===== src/rtl/ibr_pkg.sv =====
package ibr_pkg;
  typedef enum logic [1:0] {
    ST_IDLE = 2'd0,
    ST_BUSY = 2'd1,
    ST_DONE = 2'd2
  } ibr_state_e;

  localparam int REG_CNT   = 4;
  localparam int IDX_CMD   = 0;
  localparam int IDX_TADDR = 1;
  localparam int IDX_RDAT  = 2;
  localparam int IDX_WDAT  = 3;

  localparam int CMD_W       = 3;
  localparam int BIT_RD      = 0;
  localparam int BIT_WR      = 1;
  localparam int BIT_ACK     = 2;
endpackage


===== src/rtl/ibr_regs.sv =====
module ibr_regs #(
  parameter int OFF_W = 4,
  parameter int DW    = 32,
  parameter int AW    = 32
) (
  input  logic                       clk,
  input  logic                       rst,
  input  logic                       hst_wr,
  input  logic                       hst_rd,
  input  logic [OFF_W-1:0]           hst_addr,
  input  logic [DW-1:0]              hst_wdata,
  input  logic [ibr_pkg::CMD_W-1:0]  cmd_view,
  input  logic [DW-1:0]              rdat_view,
  output logic                       cmd_we,
  output logic [AW-1:0]              taddr_q,
  output logic [DW-1:0]              wdat_q,
  output logic [DW-1:0]              hst_rdata,
  output logic                       hst_rvalid
);
  import ibr_pkg::*;

  localparam int IDX_W = OFF_W - 2;

  logic [IDX_W-1:0]   word_idx;
  logic               aligned;
  logic [REG_CNT-1:0] sel;
  logic [DW-1:0]      view [REG_CNT];
  logic [DW-1:0]      rd_mux;

  assign word_idx = hst_addr[OFF_W-1:2];
  assign aligned  = (hst_addr[1:0] == 2'b00);

  // one select line per window register
  for (genvar g = 0; g < REG_CNT; g++) begin : g_sel
    assign sel[g] = aligned && (word_idx == IDX_W'(g));
  end

  assign cmd_we = hst_wr && sel[IDX_CMD];

  always_ff @(posedge clk) begin
    if (rst) begin
      taddr_q <= '0;
      wdat_q  <= '0;
    end else if (hst_wr) begin
      if (sel[IDX_TADDR]) taddr_q <= hst_wdata[AW-1:0];
      if (sel[IDX_WDAT])  wdat_q  <= hst_wdata;
    end
  end

  assign view[IDX_CMD]   = {{(DW-CMD_W){1'b0}}, cmd_view};
  assign view[IDX_TADDR] = DW'(taddr_q);
  assign view[IDX_RDAT]  = rdat_view;
  assign view[IDX_WDAT]  = wdat_q;

  always_comb begin
    rd_mux = '0;
    for (int i = 0; i < REG_CNT; i++) begin
      if (sel[i]) rd_mux = view[i];
    end
  end

  always_ff @(posedge clk) begin
    if (rst) begin
      hst_rdata  <= '0;
      hst_rvalid <= 1'b0;
    end else begin
      hst_rvalid <= hst_rd;
      if (hst_rd) hst_rdata <= rd_mux;
    end
  end
endmodule


===== src/rtl/ibr_ctrl.sv =====
module ibr_ctrl (
  input  logic                      clk,
  input  logic                      rst,
  input  logic                      cmd_we,
  input  logic [1:0]                cmd_bits,
  input  logic                      done,
  output logic                      start,
  output logic                      start_we,
  output logic [ibr_pkg::CMD_W-1:0] cmd_q
);
  import ibr_pkg::*;

  ibr_state_e state;
  logic       rd_q, wr_q, ack_q;
  logic       clr_req, single, both;

  assign clr_req  = cmd_we && (cmd_bits == 2'b00);
  assign single   = (cmd_bits == 2'b01) || (cmd_bits == 2'b10);
  assign both     = (cmd_bits == 2'b11);
  assign start    = (state == ST_IDLE) && cmd_we && single;
  assign start_we = cmd_bits[BIT_WR];

  always_ff @(posedge clk) begin
    if (rst) begin
      state <= ST_IDLE;
      rd_q  <= 1'b0;
      wr_q  <= 1'b0;
      ack_q <= 1'b0;
    end else begin
      case (state)
        ST_IDLE: begin
          if (cmd_we && (single || both)) begin
            rd_q <= cmd_bits[BIT_RD];
            wr_q <= cmd_bits[BIT_WR];
            if (both) begin
              ack_q <= 1'b1;
              state <= ST_DONE;
            end else begin
              state <= ST_BUSY;
            end
          end
        end
        ST_BUSY: begin
          if (clr_req) begin
            rd_q <= 1'b0;
            wr_q <= 1'b0;
          end
          if (done) begin
            if (clr_req || !(rd_q || wr_q)) begin
              state <= ST_IDLE;
            end else begin
              ack_q <= 1'b1;
              state <= ST_DONE;
            end
          end
        end
        ST_DONE: begin
          if (clr_req) begin
            rd_q  <= 1'b0;
            wr_q  <= 1'b0;
            ack_q <= 1'b0;
            state <= ST_IDLE;
          end
        end
        default: state <= ST_IDLE;
      endcase
    end
  end

  assign cmd_q = {ack_q, wr_q, rd_q};
endmodule


===== src/rtl/ibr_dnm.sv =====
module ibr_dnm #(
  parameter int DW = 32,
  parameter int AW = 32
) (
  input  logic          clk,
  input  logic          rst,
  input  logic          start,
  input  logic          start_we,
  input  logic [AW-1:0] taddr,
  input  logic [DW-1:0] wdat,
  input  logic          dn_ready,
  input  logic [DW-1:0] dn_rdata,
  output logic          dn_req,
  output logic          dn_we,
  output logic [AW-1:0] dn_addr,
  output logic [DW-1:0] dn_wdata,
  output logic          done,
  output logic [DW-1:0] rdat_q
);
  assign done = dn_req && dn_ready;

  always_ff @(posedge clk) begin
    if (rst) begin
      dn_req   <= 1'b0;
      dn_we    <= 1'b0;
      dn_addr  <= '0;
      dn_wdata <= '0;
      rdat_q   <= '0;
    end else if (done) begin
      dn_req <= 1'b0;
      if (!dn_we) rdat_q <= dn_rdata;
    end else if (start && !dn_req) begin
      dn_req   <= 1'b1;
      dn_we    <= start_we;
      dn_addr  <= taddr;
      dn_wdata <= wdat;
    end
  end
endmodule


===== src/rtl/ind_bridge.sv =====
module ind_bridge #(
  parameter int OFF_W = 4,
  parameter int DW    = 32,
  parameter int AW    = 32
) (
  input  logic             clk,
  input  logic             rst,
  input  logic             hst_wr,
  input  logic             hst_rd,
  input  logic [OFF_W-1:0] hst_addr,
  input  logic [DW-1:0]    hst_wdata,
  output logic [DW-1:0]    hst_rdata,
  output logic             hst_rvalid,
  output logic             dn_req,
  output logic             dn_we,
  output logic [AW-1:0]    dn_addr,
  output logic [DW-1:0]    dn_wdata,
  input  logic [DW-1:0]    dn_rdata,
  input  logic             dn_ready
);
  import ibr_pkg::*;

  logic              cmd_we, start, start_we, done;
  logic [CMD_W-1:0]  cmd_view;
  logic [AW-1:0]     taddr_q;
  logic [DW-1:0]     wdat_q, rdat_q;

  ibr_regs #(.OFF_W(OFF_W), .DW(DW), .AW(AW)) u_regs (
    .clk(clk), .rst(rst), .hst_wr(hst_wr), .hst_rd(hst_rd),
    .hst_addr(hst_addr), .hst_wdata(hst_wdata),
    .cmd_view(cmd_view), .rdat_view(rdat_q),
    .cmd_we(cmd_we), .taddr_q(taddr_q), .wdat_q(wdat_q),
    .hst_rdata(hst_rdata), .hst_rvalid(hst_rvalid)
  );

  ibr_ctrl u_ctrl (
    .clk(clk), .rst(rst), .cmd_we(cmd_we), .cmd_bits(hst_wdata[1:0]),
    .done(done), .start(start), .start_we(start_we), .cmd_q(cmd_view)
  );

  ibr_dnm #(.DW(DW), .AW(AW)) u_dnm (
    .clk(clk), .rst(rst), .start(start), .start_we(start_we),
    .taddr(taddr_q), .wdat(wdat_q), .dn_ready(dn_ready), .dn_rdata(dn_rdata),
    .dn_req(dn_req), .dn_we(dn_we), .dn_addr(dn_addr), .dn_wdata(dn_wdata),
    .done(done), .rdat_q(rdat_q)
  );
endmodule


===== config.mk =====
export PLATFORM = sky130hd
export DESIGN_NAME = ind_bridge
export DESIGN_NICKNAME = d
export VERILOG_FILES = /design/src/rtl/ibr_pkg.sv /design/src/rtl/ibr_regs.sv /design/src/rtl/ibr_ctrl.sv /design/src/rtl/ibr_dnm.sv /design/src/rtl/ind_bridge.sv
export SDC_FILE = /design/constraint.sdc
export NUM_CORES = 1
export LEC_CHECK = 0
export BUFFER_PORTS_ARGS = -buffer_cell sky130_fd_sc_hd__buf_2
export CELL_PAD_IN_SITES_DETAIL_PLACEMENT = 1
export CELL_PAD_IN_SITES_GLOBAL_PLACEMENT = 1
export CORE_ASPECT_RATIO = 1.5
export CORE_MARGIN = 4
export CORE_UTILIZATION = 42
export CTS_CLUSTER_SIZE = 30
export DETAILED_ROUTE_END_ITERATION = 8
export PLACE_DENSITY = 0.86
export SLEW_MARGIN = 20
export SYNTH_ARGS = -nofsm -noshare
export SYNTH_HDL_FRONTEND = slang
export SYNTH_SLANG_ARGS = --single-unit

===== constraint.sdc =====
create_clock -name clk -period 3.68 [get_ports clk]
set_clock_uncertainty 0.1 [all_clocks]
set_input_delay 0.736 -clock clk [delete_from_list [all_inputs] [get_ports clk]]
set_output_delay 0.736 -clock clk [all_outputs]
set_load 0.02 [all_outputs]

==> results.toml <==
[layout]
area_growth_pct = 20.0
antenna_cells = 0
drive_above_1_share_pct = 20.6
final_cell_mix = "nand2_1 (325), dfxtp_1 (200), a21oi_1 (194)"
n_fill_cell = 2276
final_common_cell = "nand2_1"
layout.nets = 1181
stdcell_count = 1363

[floorplan]
io_pins = 172
die_area_sq_um = 20900
rows = 60
start_util_pct = 43.2
die_h_um = 175
coreArea_sq_um = 18100
dieWidth_um = 119

[clocking]
clk_pin_slew_ns = 0.08
clock_path_buffers = 2
cts.sinks = 200
cts_resized = 0
clock_latency_ns = 0.44
cts_root_buffer = "clkbuf_16"
htreeDepth = 4
cts_setup_buffers = 0
cts_tree = "yes"
cts_made_buffers = 17
ctsHoldBuffers = 0

[run_status]
status = "complete, no violations"

[detailed_routing]
drc = 0
dr.pass1.iters = 6
drtIter0Drc = 435
final_antenna_net_count = 0
wl_um = 25400
wl_per_cell_um = 18.6
vias_per_cell = 5.44
vias = 7416

[timing]
slew_violations = 0
finalHoldViolations = 0
max_freq_mhz = 393
min_period_over_period_pct = 69.1
worst_slew_pin_slew_ns = 0.928
fin_tns_setup_ns = 0
max-slew-margin-rel_pct = 38.0
rsz0062_at_grt = "false"
setup_ws_ns = 1.14
final.min_clock_period_ns = 2.54
setup_viol = 0

[placement]
io_buffer_count = 171
pre_cts_slack_ns = 0.736
post-dp-hpwl_um = 16000
gp_congestion = 0.823
placed_cells = 1331

[setup_path]
end_kind = "register"
arrival_ns = 2.76
crit_type = "input port to register"
reg2reg_from = "u_ctrl.state[1]"
critPathMaxFanout = 66
crit_start = "hst_addr[3]"
cp.required_ns = 3.89
start_kind = "input port"

[synthesis]
synthMuxAreaShare_pct = 1.12
synth_top_family_by_area = "simple AND/OR/NAND/NOR gates"
async_flop_share_pct = 0
ys.warnings.count = 0
synth_xor_area_share_pct = 0
ys_types = 37
synth-compound-area-share_pct = 19.8
syn_avg_cell_area_sq_um = 8.00
syn-cell-area_sq_um = 7810
synth_enable_flop_cells = 0
synthAdderAreaFrac_pct = 0.961
synth_cells = 976
ys_ff_latch = 200
synth-simple-area-share_pct = 22.1
ys_seq_area_share_pct = 51.2
syn_nets = 1055
ys.flop_type = "dfxtp_1"

[global_routing]
met3_usage_pct = 5.47
use_met1_pct = 26.5
grt_max_degree = 89
grt_pass1_vias = 7896
grt_use_met2_pct = 45.4
grt-ovfl-total = 0
grtUsageTotal_pct = 24.4
antenna_found_initial = 0
grt_pass1_wl_um = 40400
grt_busiest_layer = "met2"

[power]
ir_worst_vdd_mv = 0.282
p_leak_uw = 0.00349
powerDensity_nw_per_um2 = 476

[worst_hold_path]
min_path_type = "register to register"
worstHoldStart = "u_dnm.dn_wdata[9]"

[flow_run]
drv_cap = 0
-- layer usage --
metal,vias up,wire [um]
li1,3515,-
met1,3613,10200
met2,232,13300
met3,56,1170
met4,0,733
met5,-,0
-- final cells by class --
cell class | instances | area [sq um] | share of cell area [%]
Clock buffer | 18 | 439 | 4.68
Timing Repair Buffer | 184 | 997 | 10.6
Clock inverter | 14 | 134 | 1.43
Multi-Input combinational cell | 693 | 3470 | 37.0
Tap cell | 248 | 310 | 3.31
Sequential cell | 200 | 4000 | 42.7
Inverter | 6 | 22.5 | 0.240
-- critical path, stage by stage --
cell and delay [ns]:
buf_2 0.17, or4b_4 0.60, or4_4 0.86, nand2_1 0.23
a21oi_1 0.10
-- cells in the mapped netlist (3+ instances only) --
cell / n / area [sq um]
nand2b_1: 34 / 213
nand2_1: 325 / 1220
inv_1: 6 / 22.5
o2bb2ai_1: 29 / 254
nor3b_1: 4 / 30.0
dfxtp_1: 200 / 4000
clkbuf_1: 63 / 236
ha_1: 6 / 75.1
nor2_1: 36 / 135
buf_6: 5 / 56.3
nand3_1: 5 / 25.0
mux4_2: 3 / 67.6
o211ai_1: 29 / 218
buf_4: 5 / 37.5
a21oi_1: 194 / 971
-- kinds of logic (layout without fill, tap and decap cells) --
kind of cell / count (synthesis) / count (layout)
DFF: 200 / 200
buffers and inverters: 83 / 222
muxes: 5 / 5
adders and majority gates: 6 / 6
and+or+nand+nor: 417 / 417
AOI/OAI and AO/OA: 265 / 265
-- metrics by stage --
stage	util (%)	hold slack (ns)	area, sq um	total power [uW]
after global routing	51.8	0.373	9380	4620
after global placement	48.7	0.339	8800	2640
final	51.8	0.358	9380	4460
after floorplan	-	0.333	7810	2510
after detailed placement	48.7	0.346	8800	2650
after CTS	51.8	0.359	9380	4480
-- flip-flops by register name (all words and copies together) (netlist names), 2 cells and up --
name              flops
u_ctrl.state          2
u_dnm.dn_addr        32
u_dnm.dn_wdata       32
u_dnm.rdat_q         32
u_regs.hst_rdata     32
u_regs.taddr_q       32
u_regs.wdat_q        32
-- path summary, 6_finish.rpt --
path / cells after the start / to / slack (ns)
setup / recovery: 5 / u_dnm.dn_addr[15] / 1.14
hold / removal: 2 / u_dnm.dn_wdata[9] / 0.36
setup reg to reg: 6 / u_ctrl.rd_q / 1.41
hold reg to reg: 2 / u_dnm.dn_wdata[9] / 0.36
-- report_power, final --
| part | internal [uW] | switching, uW |
|---|---|---|
| clock network | 917 | 918 |
| registers | 2190 | 21.9 |
| logic | 147 | 262 |
| total | 3260 | 1200 |
Power figures use the tool's default switching activity.
